## config.mk

```make
export PLATFORM = sky130hd
export DESIGN_NAME = fixed_cycle_timer
export DESIGN_NICKNAME = d
export VERILOG_FILES = /design/src/rtl/fct_pkg.sv /design/src/rtl/fct_control.sv /design/src/rtl/fct_datapath.sv /design/src/rtl/fixed_cycle_timer.sv
export SDC_FILE = /design/constraint.sdc
export NUM_CORES = 1
export LEC_CHECK = 0
export BUFFER_PORTS_ARGS = -buffer_cell sky130_fd_sc_hd__buf_4
export CAP_MARGIN = 20
export CORE_MARGIN = 2
export CORE_UTILIZATION = 55
export CTS_BUF_LIST = sky130_fd_sc_hd__clkbuf_2
export DETAILED_ROUTE_END_ITERATION = 6
export PLACE_DENSITY = 0.83
export SYNTH_ARGS = -nofsm -noshare
export SYNTH_HDL_FRONTEND = slang
export SYNTH_SLANG_ARGS = --single-unit
export TNS_END_PERCENT = 20
```

## constraint.sdc

```tcl
create_clock -name clk -period 5.33 [get_ports clk]
set_input_delay 1.066 -clock clk [delete_from_list [all_inputs] [get_ports clk]]
set_output_delay 1.066 -clock clk [all_outputs]
set_load 0.02 [all_outputs]
```

## src/rtl/fct_pkg.sv

```systemverilog
package fct_pkg;
  localparam int BIT_ENABLE = 0;
  localparam int BIT_RUN    = 1;
  localparam int BIT_RELOAD = 2;
  localparam int BIT_IRQEN  = 3;
  localparam int CTRL_BITS  = 4;

  typedef enum logic [1:0] {
    ADDR_PRESET = 2'd0,
    ADDR_CTRL   = 2'd1,
    ADDR_FLAG   = 2'd2
  } reg_addr_e;

  typedef struct packed {
    logic presetWr;
    logic loadCount;
    logic stepCount;
  } dp_strobe_t;
endpackage

```

## src/rtl/fct_control.sv

```systemverilog
module fct_control
  import fct_pkg::*;
#(
  parameter int HOLD_PERIODS = 1
) (
  input  logic                 clk,
  input  logic                 rstN,
  input  logic                 srcTick,
  input  logic                 hzTick,
  input  logic                 wrEn,
  input  logic [1:0]           wrAddr,
  input  logic [CTRL_BITS-1:0] ctrlBits,
  input  logic                 expire,
  output dp_strobe_t           strobe,
  output logic                 eventFlag,
  output logic                 timerIrq
);
  localparam int HOLD_W = $clog2(HOLD_PERIODS + 1);

  logic              enableQ, runQ, irqEnQ;
  logic [HOLD_W-1:0] holdCnt;
  logic              ctrlWr, flagClr, reloadReq, cancelReq;

  always_comb begin
    ctrlWr    = wrEn && (wrAddr == ADDR_CTRL);
    flagClr   = wrEn && (wrAddr == ADDR_FLAG) && !ctrlBits[0];
    reloadReq = ctrlWr && ctrlBits[BIT_RELOAD];
    cancelReq = ctrlWr && !ctrlBits[BIT_IRQEN];
    strobe.presetWr  = wrEn && (wrAddr == ADDR_PRESET);
    strobe.loadCount = !enableQ || reloadReq;
    strobe.stepCount = enableQ && runQ && srcTick && !reloadReq;
  end

  always_ff @(posedge clk or negedge rstN) begin
    if (!rstN) begin
      enableQ <= 1'b0;
      runQ    <= 1'b0;
      irqEnQ  <= 1'b0;
    end else if (ctrlWr) begin
      enableQ <= ctrlBits[BIT_ENABLE];
      runQ    <= ctrlBits[BIT_RUN];
      irqEnQ  <= ctrlBits[BIT_IRQEN];
    end
  end

  always_ff @(posedge clk or negedge rstN) begin
    if (!rstN)        eventFlag <= 1'b0;
    else if (expire)  eventFlag <= 1'b1;
    else if (flagClr) eventFlag <= 1'b0;
  end

  always_ff @(posedge clk or negedge rstN) begin
    if (!rstN) begin
      timerIrq <= 1'b0;
      holdCnt  <= '0;
    end else if (cancelReq) begin
      timerIrq <= 1'b0;
      holdCnt  <= '0;
    end else if (expire && irqEnQ) begin
      timerIrq <= 1'b1;
      holdCnt  <= '0;
    end else if (timerIrq && hzTick) begin
      if (holdCnt == HOLD_W'(HOLD_PERIODS)) begin
        timerIrq <= 1'b0;
        holdCnt  <= '0;
      end else begin
        holdCnt <= holdCnt + 1'b1;
      end
    end
  end

  AST_FLAG_STICKY: assert property (@(posedge clk) disable iff (!rstN)
    eventFlag && !flagClr |=> eventFlag);
  AST_IRQ_NEEDS_EN: assert property (@(posedge clk) disable iff (!rstN)
    $rose(timerIrq) |-> $past(irqEnQ));
  AST_IRQ_CANCEL: assert property (@(posedge clk) disable iff (!rstN)
    cancelReq |=> !timerIrq);
  AST_HOLD_MIN: assert property (@(posedge clk) disable iff (!rstN)
    timerIrq && (holdCnt != HOLD_W'(HOLD_PERIODS)) && !cancelReq |=> timerIrq);
endmodule

```

## src/rtl/fct_datapath.sv

```systemverilog
module fct_datapath
  import fct_pkg::*;
#(
  parameter int CNT_W = 8
) (
  input  logic             clk,
  input  logic             rstN,
  input  dp_strobe_t       strobe,
  input  logic [CNT_W-1:0] presetIn,
  output logic             expire,
  output logic [CNT_W-1:0] countQ
);
  logic [CNT_W-1:0] presetQ, presetNext;

  always_comb begin
    presetNext = strobe.presetWr ? presetIn : presetQ;
    expire     = strobe.stepCount && (presetQ != '0) && (countQ <= CNT_W'(1));
  end

  always_ff @(posedge clk or negedge rstN) begin
    if (!rstN)                presetQ <= '0;
    else if (strobe.presetWr) presetQ <= presetIn;
  end

  always_ff @(posedge clk or negedge rstN) begin
    if (!rstN)                 countQ <= '0;
    else if (strobe.loadCount) countQ <= presetNext;
    else if (strobe.stepCount) begin
      if (expire)              countQ <= presetQ;
      else if (countQ != '0)   countQ <= countQ - 1'b1;
    end
  end

  AST_PAUSE_HOLD: assert property (@(posedge clk) disable iff (!rstN)
    !strobe.loadCount && !strobe.stepCount |=> $stable(countQ));
  AST_RELOAD_ON_EXPIRE: assert property (@(posedge clk) disable iff (!rstN)
    expire && !strobe.presetWr |=> countQ == presetQ);
endmodule

```

## src/rtl/fixed_cycle_timer.sv

```systemverilog
module fixed_cycle_timer
  import fct_pkg::*;
#(
  parameter int CNT_W        = 8,
  parameter int DATA_W       = CNT_W,
  parameter int HOLD_PERIODS = 1
) (
  input  logic              clk,
  input  logic              rstN,
  input  logic              srcTick,
  input  logic              hzTick,
  input  logic              wrEn,
  input  logic [1:0]        wrAddr,
  input  logic [DATA_W-1:0] wrData,
  input  logic              extIrq,
  output logic [CNT_W-1:0]  countValue,
  output logic              eventFlag,
  output logic              timerIrq,
  output logic              intOeN
);
  dp_strobe_t strobe;
  logic       expire;

  fct_control #(.HOLD_PERIODS(HOLD_PERIODS)) u_control (
    .clk(clk), .rstN(rstN), .srcTick(srcTick), .hzTick(hzTick),
    .wrEn(wrEn), .wrAddr(wrAddr), .ctrlBits(wrData[CTRL_BITS-1:0]),
    .expire(expire), .strobe(strobe), .eventFlag(eventFlag), .timerIrq(timerIrq)
  );

  fct_datapath #(.CNT_W(CNT_W)) u_datapath (
    .clk(clk), .rstN(rstN), .strobe(strobe), .presetIn(wrData[CNT_W-1:0]),
    .expire(expire), .countQ(countValue)
  );

  assign intOeN = !(timerIrq || extIrq);

  AST_PIN_DRIVE: assert property (@(posedge clk) disable iff (!rstN)
    (timerIrq || extIrq) |-> !intOeN);
endmodule

```

# Word-level counts from Yosys, hierarchy flattened

Index checks and enable logic that the tools add are counted.

Output and inout bits: 11
Bits of input ports: 16
Word-level logic and storage cells: 58
Register bits: 22

Reductions and logical operators: 30
Muxes and demuxes: 15
Order comparisons: 1
Eq/ne operators: 2
Add/sub/neg operators: 2

Operators by type and width:

| operator                                                       | count |
|---|---|
| 2-to-1 mux 8 bit                                               | 5 |
| nonzero test 8 bit                                             | 2 |
| logical AND 1 bit                                              | 13 |
| 2-to-1 mux 1 bit                                               | 10 |
| nonzero test 3 bit                                             | 3 |
| less-or-equal comparator 8 x 1 -> 1 bit, second input constant | 1 |
| subtractor 8 x 1 -> 8 bit, second input constant               | 1 |
| zero test 1 bit                                                | 5 |
| AND reduction 2 bit                                            | 2 |
| nonzero test 2 bit                                             | 2 |
| equality test 2 x 1 -> 1 bit, second input constant            | 1 |
| equality test 2 bit, second input constant                     | 1 |
| zero test 2 bit                                                | 1 |
| logical OR 1 bit                                               | 2 |
| adder 1 bit, second input constant                             | 1 |

# Longest topological paths before layout

Gate-level depths: netlist of the first run.

Depth in word-level cells: 10
Depth in mapped cells: 8
Mapped depth without buffers: 7

# By module

Synthesis of the first run repeated with hierarchy kept, for this count alone.

Cells, all modules: 137
Area, all modules: 1351.3 µm²

Modules (own cells, without submodules):

| module            | sequential area each (µm²) | area each (µm²) | cells each | instances |
|---|---|---|---|---|
| fct_datapath      | 400.4                      | 1057.3          | 111        | 1 |
| fct_control       | 150.1                      | 290.3           | 25         | 1 |
| fixed_cycle_timer | 0.0                        | 3.8             | 1          | 1 |

# Least setup slack after synthesis of the first run

OpenSTA, ideal clock, no wires.

Path kind: input -> register
Start point: input port srcTick
End point: register u_datapath.countQ[6]
Required time: 5210 ps
Path buffers: 0
Setup slack: 2819 ps
Setup time: 120 ps
Arrival: 2391 ps
Stages: 5
Path through: o211ai_1 -> a21oi_1 -> nor2_1 -> or4_2 -> o211a_1

Word-level cells in the longest chain between the ends: 7
Elaborated cells on any way between the ends: 10
Those cells by class: 3 x mux; 7 x reduce/logical

Ends and longest elaborated chain:

| what                             | RTL line                | text |
|---|---|---|
| start, declared                  | fixed_cycle_timer.sv:10 | `input logic srcTick,` |
| logical AND 1 bit * (2 in a row) | fct_control.sv:31       | `strobe.stepCount = enableQ && runQ && srcTick && !reloadReq;` |
| logical AND 1 bit (2 in a row)   | fct_datapath.sv:17      | `expire = strobe.stepCount && (presetQ != '0) && (countQ <= CNT_W'(1));` |
| 2-to-1 mux 8 bit                 | fct_datapath.sv:29      | `if (expire) countQ <= presetQ;` |
| 2-to-1 mux 8 bit                 | fct_datapath.sv:28      | `else if (strobe.stepCount) begin` |
| 2-to-1 mux 8 bit                 | fct_datapath.sv:27      | `else if (strobe.loadCount) countQ <= presetNext;` |
| end signal, assigned             | fct_datapath.sv:27      |  |
| end signal, assigned             | fct_datapath.sv:29      |  |
| end signal, assigned             | fct_datapath.sv:30      | `else if (countQ != '0) countQ <= countQ - 1'b1;` |
| end, declared                    | fct_datapath.sv:11      | `output logic [CNT_W-1:0] countQ` |

Mark *: on every way between the ends. The rest lies on a longest branch, timed or not. The select of a mux whose other input is x is not followed.
A chain may end at the register's enable or synchronous reset.

# Final worst setup path of the first run

Start point: register u_datapath.countQ[0]
End point: register u_datapath.countQ[6]

Word-level cells in the longest chain between the ends: 5
Elaborated cells on any way between the ends: 10
Those cells by class: 1 x add/sub; 1 x order compare; 4 x mux; 4 x reduce/logical

Ends and longest elaborated chain:

| what                                                                                        | RTL line |
|---|---|
| subtractor 8 x 1 -> 8 bit / less-or-equal comparator 8 x 1 -> 1 bit (equally long branches) | fct_datapath.sv:30, fct_datapath.sv:17 |
| 2-to-1 mux 8 bit / logical AND 1 bit (equally long branches)                                | fct_datapath.sv:30, fct_datapath.sv:17 |
| 2-to-1 mux 8 bit                                                                            | fct_datapath.sv:29 |
| 2-to-1 mux 8 bit                                                                            | fct_datapath.sv:28 |
| 2-to-1 mux 8 bit                                                                            | fct_datapath.sv:27 |

Several ways; a longest one is shown, not always the timed one. The select of a mux whose other input is x is not followed.

==> results of run 1 <==
-- worst max path at each step --
stage	end	from	slack, ns
floorplan	u_datapath.countQ[6]$_DFFE_PN0P_	srcTick	2.82
global placement	u_datapath.countQ[6]$_DFFE_PN0P_	srcTick	2.54
detailed placement	u_datapath.countQ[6]$_DFFE_PN0P_	srcTick	2.52
CTS	u_datapath.countQ[6]$_DFFE_PN0P_	u_datapath.countQ[0]$_DFFE_PN0P_	2.69
global route	u_datapath.countQ[6]$_DFFE_PN0P_	u_datapath.countQ[0]$_DFFE_PN0P_	2.44
finish	u_datapath.countQ[6]$_DFFE_PN0P_	u_datapath.countQ[0]$_DFFE_PN0P_	2.63
-- per-layer routing --
layer	vias to the layer above	wire length, um	GRT usage (%)
met5	-	0	0
met4	0	42	7.69
met3	6	159	2.86
met2	50	1490	39.6
met1	560	1390	34.1
li1	551	-	-
-- per-stage QoR --
step | util [%] | cells | cell area [um^2] | power (W)
after detailed placement | 67.9 | 181 | 1500 | 0.000511
after global placement | 67.9 | 181 | 1500 | 0.000501
final | 70.0 | 185 | 1550 | 0.000627
after global routing | 70.0 | 185 | 1550 | 0.000665
after CTS | 70.0 | 185 | 1550 | 0.000625
after floorplan | - | 131 | 1290 | 0.000417
-- cell usage after synthesis (2+ instances only) --
cell	instances	area [um^2]
dfrtp_1	22	551
nand2_1	18	67.6
nor2_1	12	45.0
mux2_2	11	124
nand3_1	4	20.0
o211ai_1	4	30.0
a211oi_1	3	22.5
a21oi_1	3	15.0
buf_2	3	15.0
ha_1	3	37.5
inv_1	3	11.3
nor3_1	3	15.0
nor4_1	3	18.8
o31ai_1	3	22.5
and2_1	2	12.5
mux2i_1	2	20.0
o21a_1	2	15.0
o21ai_0	2	10.0
o22ai_1	2	12.5
or2_2	2	12.5
or4_2	2	17.5
-- kinds of logic (layout without fill, tap and decap cells) --
group | count (synthesis) | after routing | synth area share (%)
muxes | 13 | 13 | 11.1
AOI/OAI and AO/OA | 32 | 32 | 19.2
buffers and inverters | 7 | 33 | 2.32
DFF | 22 | 22 | 42.6
adders and majority gates | 3 | 3 | 2.91
and+or+nand+nor | 53 | 53 | 21.1
xor gates and xnor gates | 1 | 1 | 0.678
-- placed cells by master (no fill, tap or decap), drive strengths merged, types with 3 or more instances in the layout --
cell and count:
nor2 12, o21ai 3, nand3 4, buf 26, o31ai 3, nor4 3, a211oi 4, nor3 3
mux2 11, a21oi 3, dfrtp 22, nand2 18, inv 3, clkbuf 3, o211ai 4, or4 3
ha 3
-- state kept, by name, summed over array words and instances (netlist names) --
register / flops
u_control.timerIrq: 1
u_datapath.presetQ: 8
u_control.irqEnQ: 1
u_control.runQ: 1
u_control.eventFlag: 1
u_control.holdCnt: 1
u_datapath.countQ: 8
u_control.enableQ: 1
-- worst max-delay path: cells and delay by family, from the launching register on --
kind,cells,cell delay (ns)
AO/OA/AOI/OAI,3,0.73
adder cells (fa/ha/maj),1,0.33
buffers and inverters,1,0.14
flip-flops,1,0.51
AND/OR/NAND/NOR,2,0.90
-- final cells by class --
class,instances,area [um^2]
fill,175,664
clock buffer,3,15.0
clock inverter,1,30.0
sequential,22,551
tap,28,35.0
inverter,3,11.3
timing repair buffer,26,195
multi-input combinational,102,711
-- power breakdown --
group          total, W  switching (W)  internal, W
Clock          0.000116      0.0000511    0.0000647
Combinational  0.000247       0.000139     0.000108
Sequential     0.000265      0.0000567     0.000208
==> reports/qor.yml, run 1 <==
layout:
  nNetsFinal: 177
  diodes: 0
  layout-drive-gt1-share_pct: 31.2
  area_growth_pct: 19.9
die:
  coreArea_um2: 2210
  pin_count: 27
  fp.dieArea_um2: 2750
  initial_core_util_pct: 58.4
  die_y_um: 52.5
  die-width_um: 52.5
  num_rows: 17
global_route:
  grt_overflow: 0
  grt_pass1_wl_mm: 4.91
  track_usage_pct: 24.5
  grt_pass1_vias: 1080
  grt_max_degree: 23
  antenna_found_initial: 0
place:
  place_congestion: 0.872
  dp_hpwl_mm: 2.29
  portBuffers: 26
  dpl_worst_slack_ns: 2.52
timing:
  setup_violations: 0
  fin_setup_tns_ns: 0
  min_period_ns: 2.70
  skew_ns: 0.00337
  worst_pin_slew_ns: 0.762
  relSlewSlack_pct: 49.2
  timing.hold.ws_ns: 0.506
  rsz0062_at_grt: "no"
  slew_viol_final: 0
  fin_crit_sh_pct: 50.7
  max_freq_mhz: 370
  setup_ws_ns: 2.63
  finalHoldViolCount: 0
yosys:
  synth-edff-count: 0
  ys_async_sr_fraction_pct: 100
  seq_area_frac_synth_pct: 42.6
  synth-main-ff-cell: "dfrtp_1"
  synth_warnings: 0
  ys_ff_latch: 22
  synth_cells: 131
  avgSynthCellArea_um2: 9.86
  synth.cell_area_um2: 1290
  yosysUniqueCellTypes: 43
  syn-num-nets: 150
setup_path:
  slowest_delay_ns: 0.65
  critical_path_class: "flop to flop"
  cp-end-kind: "flop"
  arrival_ns: 2.95
  start_kind: "flop"
  reg2reg_depth: 7
  required_ns: 5.58
  regToRegStartpoint: "u_datapath.countQ[0]$_DFFE_PN0P_"
  regToRegSetupSlack_ns: 2.63
  r2r_end: "u_datapath.countQ[6]$_DFFE_PN0P_"
  crit_fanout: 7
  path_cells: "inv_1 -> ha_1 -> o211ai_1 -> a21oi_1 -> nor2_1 -> or4_2 -> o211a_1"
  crit_slowest_cell: "or4_2"
clock_network:
  cts_sinks: 22
  numCtsBuffers: 3
  h-tree-depth: 1
  cts_buffer_depth: 2
  post_cts.repair.setup_buffers: 0
  hold_buffers: 0
  root_buffer: "clkbuf_2"
  cts_tree: "yes"
  clk_latency_ns: 0.33
  clkTransAtPathRegs_ns: 0.21
  cts_resized: 0
routing:
  routedWlPerCell_um: 16.6
  drcViolationCount: 0
  antenna_left: 0
  avgViaCountPerCell: 6.31
  routed_wirelength_mm: 3.08
  first_pass_iters: 4
  vias: 1167
  drt-initial-drc-count: 56
power_and_ir_drop:
  powerDensity_nw_per_um2: 405
  leakage_nw: 0.675
  vdd_drop_max_mv: 0.325
min_path:
  hold_path_class: "flop to flop"
  min-delay-start: "u_control.eventFlag$_DFFE_PN0P_"
  hold_path_end: "u_control.eventFlag$_DFFE_PN0P_"
  min_path_cells: 2
run_status:
  outcome: "completed"
run:
  maxCapViolations: 0
(Power assumes the default switching activity.)
==> inputs of run 2 (changes only) <==
clock period = 2.8 ns   (was 5.33 ns; I/O delays follow)
==> reports/qor.yml, run 2 (synthesis results as in run 1) <==
die:
  die_y_um: 52.5  # unchanged
  coreArea_um2: 2210  # unchanged
  fp.dieArea_um2: 2750  # unchanged
  die-width_um: 52.5  # unchanged
  pin_count: 27  # unchanged
  num_rows: 17  # unchanged
  initial_core_util_pct: 58.4  # unchanged
timing:
  slew_viol_final: 0  # unchanged
  fin_setup_tns_ns: 0  # unchanged
  skew_ns: 0.00815  # +0.00478 ns
  timing.hold.ws_ns: 0.0730  # -0.433 ns
  rsz0062_at_grt: "no"
  min_period_ns: 2.45  # -0.255 ns
  relSlewSlack_pct: 51.2  # +2.1 points
  setup_violations: 0  # unchanged
  fin_crit_sh_pct: 87.4  # +37 points
  finalHoldViolCount: 0  # unchanged
  max_freq_mhz: 409  # +10%
  worst_pin_slew_ns: 0.731  # -0.0309 ns
clock_network:
  hold_buffers: 0  # unchanged
  cts_tree: "yes"
  root_buffer: "clkbuf_2"
  cts_resized: 0  # unchanged
  clkTransAtPathRegs_ns: 0.22  # about the same
  cts_buffer_depth: 2  # unchanged
  cts_sinks: 22  # unchanged
  post_cts.repair.setup_buffers: 0  # unchanged
  clk_latency_ns: 0.32  # about the same
  h-tree-depth: 1  # unchanged
  numCtsBuffers: 3  # unchanged
power_and_ir_drop:
  swShare_pct: 39.2  # -0.18 points
  pwr-share-clk_pct: 18.4  # about the same
  p_comb_share_pct: 39.6  # +0.2 points
  p_sw_w: 0.000470  # +90%
  powerDensity_nw_per_um2: 768  # +89%
  pwr-share-seq_pct: 42.0  # -0.2 points
  leakage_nw: 0.684  # +1.5%
  vdd_drop_max_mv: 0.513  # +58%
  power.internal_w: 0.000730  # +92%
place:
  portBuffers: 26  # unchanged
  dp_hpwl_mm: 2.28  # -0.47%
  place_congestion: 0.927  # +6.2%
routing:
  avgViaCountPerCell: 6.23  # -1.2%
  first_pass_iters: 4  # unchanged
  vias: 1165  # -0.17%
  antenna_left: 0  # unchanged
  routedWlPerCell_um: 16.6  # -0.20%
  routed_wirelength_mm: 3.10  # +0.88%
  drt-initial-drc-count: 30  # -46%
  drcViolationCount: 0  # unchanged
layout:
  final_cell_mix: "buf_4 (28), dfrtp_1 (22), nand2_1 (18)"
  layout-drive-gt1-share_pct: 32.1  # +0.87 points
  diodes: 0  # unchanged
  fin_util_pct: 70.6  # +0.68 points
  area_growth_pct: 21.0
  nNetsFinal: 179  # +1.1%
  reg.largest.list: "u_datapath.countQ: 8 flops, u_datapath.presetQ: 8 flops"
  layout_commonest_cell: "buf_4"
setup_path:
  required_ns: 3.05  # -2.53 ns
  crit_fanout: 7  # unchanged
  start_kind: "flop"
  critical_path_class: "flop to flop"
  arrival_ns: 2.69  # -0.26 ns
  cp-end-kind: "flop"
global_route:
  grt_pass1_wl_mm: 5.18  # +5.5%
  antenna_found_initial: 0  # unchanged
  grt_max_degree: 23  # unchanged
  track_usage_pct: 25.4  # +0.91 points
  grt_overflow: 0  # unchanged
  grt_pass1_vias: 1194  # +11%
min_path:
  hold_path_class: "input pin to async pin"
run:
  maxCapViolations: 0  # unchanged
run_status:
  outcome: "completed"
run 2: cell count changes in the layout (fill, tap and decap cells not counted), sizes merged:
cell	before	now
buf	26	28
run 2: metal layers:
| layer | GRT usage (%) | part of all wire, % |
|---|---|---|
| met1 | 31.7 | 44 |
| met5 | 0 | 0 |
| met4 | 10.7 | 1.2 |
| met3 | 6.57 | 5.5 |
| met2 | 41.3 | 50 |
run 2: stage by stage:
step | power (W) | area (um^2) | setup slack (ns) | instances
6_report | 0.00120 | 1560 | 0.354 | 187
5_1_grt | 0.00128 | 1560 | 0.206 | 187
4_1_cts | 0.00120 | 1560 | 0.389 | 187
3_5_place_dp | 0.000975 | 1520 | 0.406 | 183
3_3_place_gp | 0.000967 | 1520 | 0.489 | 183
2_1_floorplan | 0.000794 | 1290 | 0.459 | 131
run 2: power groups by stage:
stage               clock network (W)  registers (W)  logic (W)
global placement                    0       0.000502   0.000464
CTS                          0.000228       0.000500   0.000473
finish                       0.000221       0.000504   0.000475
global route                 0.000241       0.000516   0.000520
detailed placement                  0       0.000505   0.000470
floorplan                           0       0.000536   0.000257
run 2: worst paths after layout:
kind                                                  start                               end  slack, ns  cells past startpoint
max                        u_datapath.countQ[0]$_DFFE_PN0P_  u_datapath.countQ[6]$_DFFE_PN0P_       0.35                      7
min                                                    rstN   u_control.eventFlag$_DFFE_PN0P_       0.07                      1
max reg2reg                u_datapath.countQ[0]$_DFFE_PN0P_  u_datapath.countQ[6]$_DFFE_PN0P_       0.35                      7
min reg2reg                    u_control.irqEnQ$_DFFE_PN0N_     u_control.holdCnt$_DFFE_PN0P_       0.52                      1
max in group asynchronous                              rstN  u_datapath.countQ[2]$_DFFE_PN0P_       2.49                      1
min in group clk                                  wrData[1]        u_control.runQ$_DFFE_PN0N_       0.46                      2
run 2: cell type report:
type | instances | area (um^2)
clock buffer | 3 | 15.0
clock inverter | 1 | 30.0
fill | 179 | 649
inverter | 3 | 11.3
multi-input combinational | 102 | 711
sequential | 22 | 551
tap | 28 | 35.0
timing repair buffer | 28 | 210
run 2: critical path, stage by stage, from the launching register on:
cell and delay (ns):
dfrtp_1 0.50, inv_1 0.13, ha_1 0.30, o211ai_1 0.18
a21oi_1 0.37, nor2_1 0.12, or4_2 0.62, o211a_1 0.14
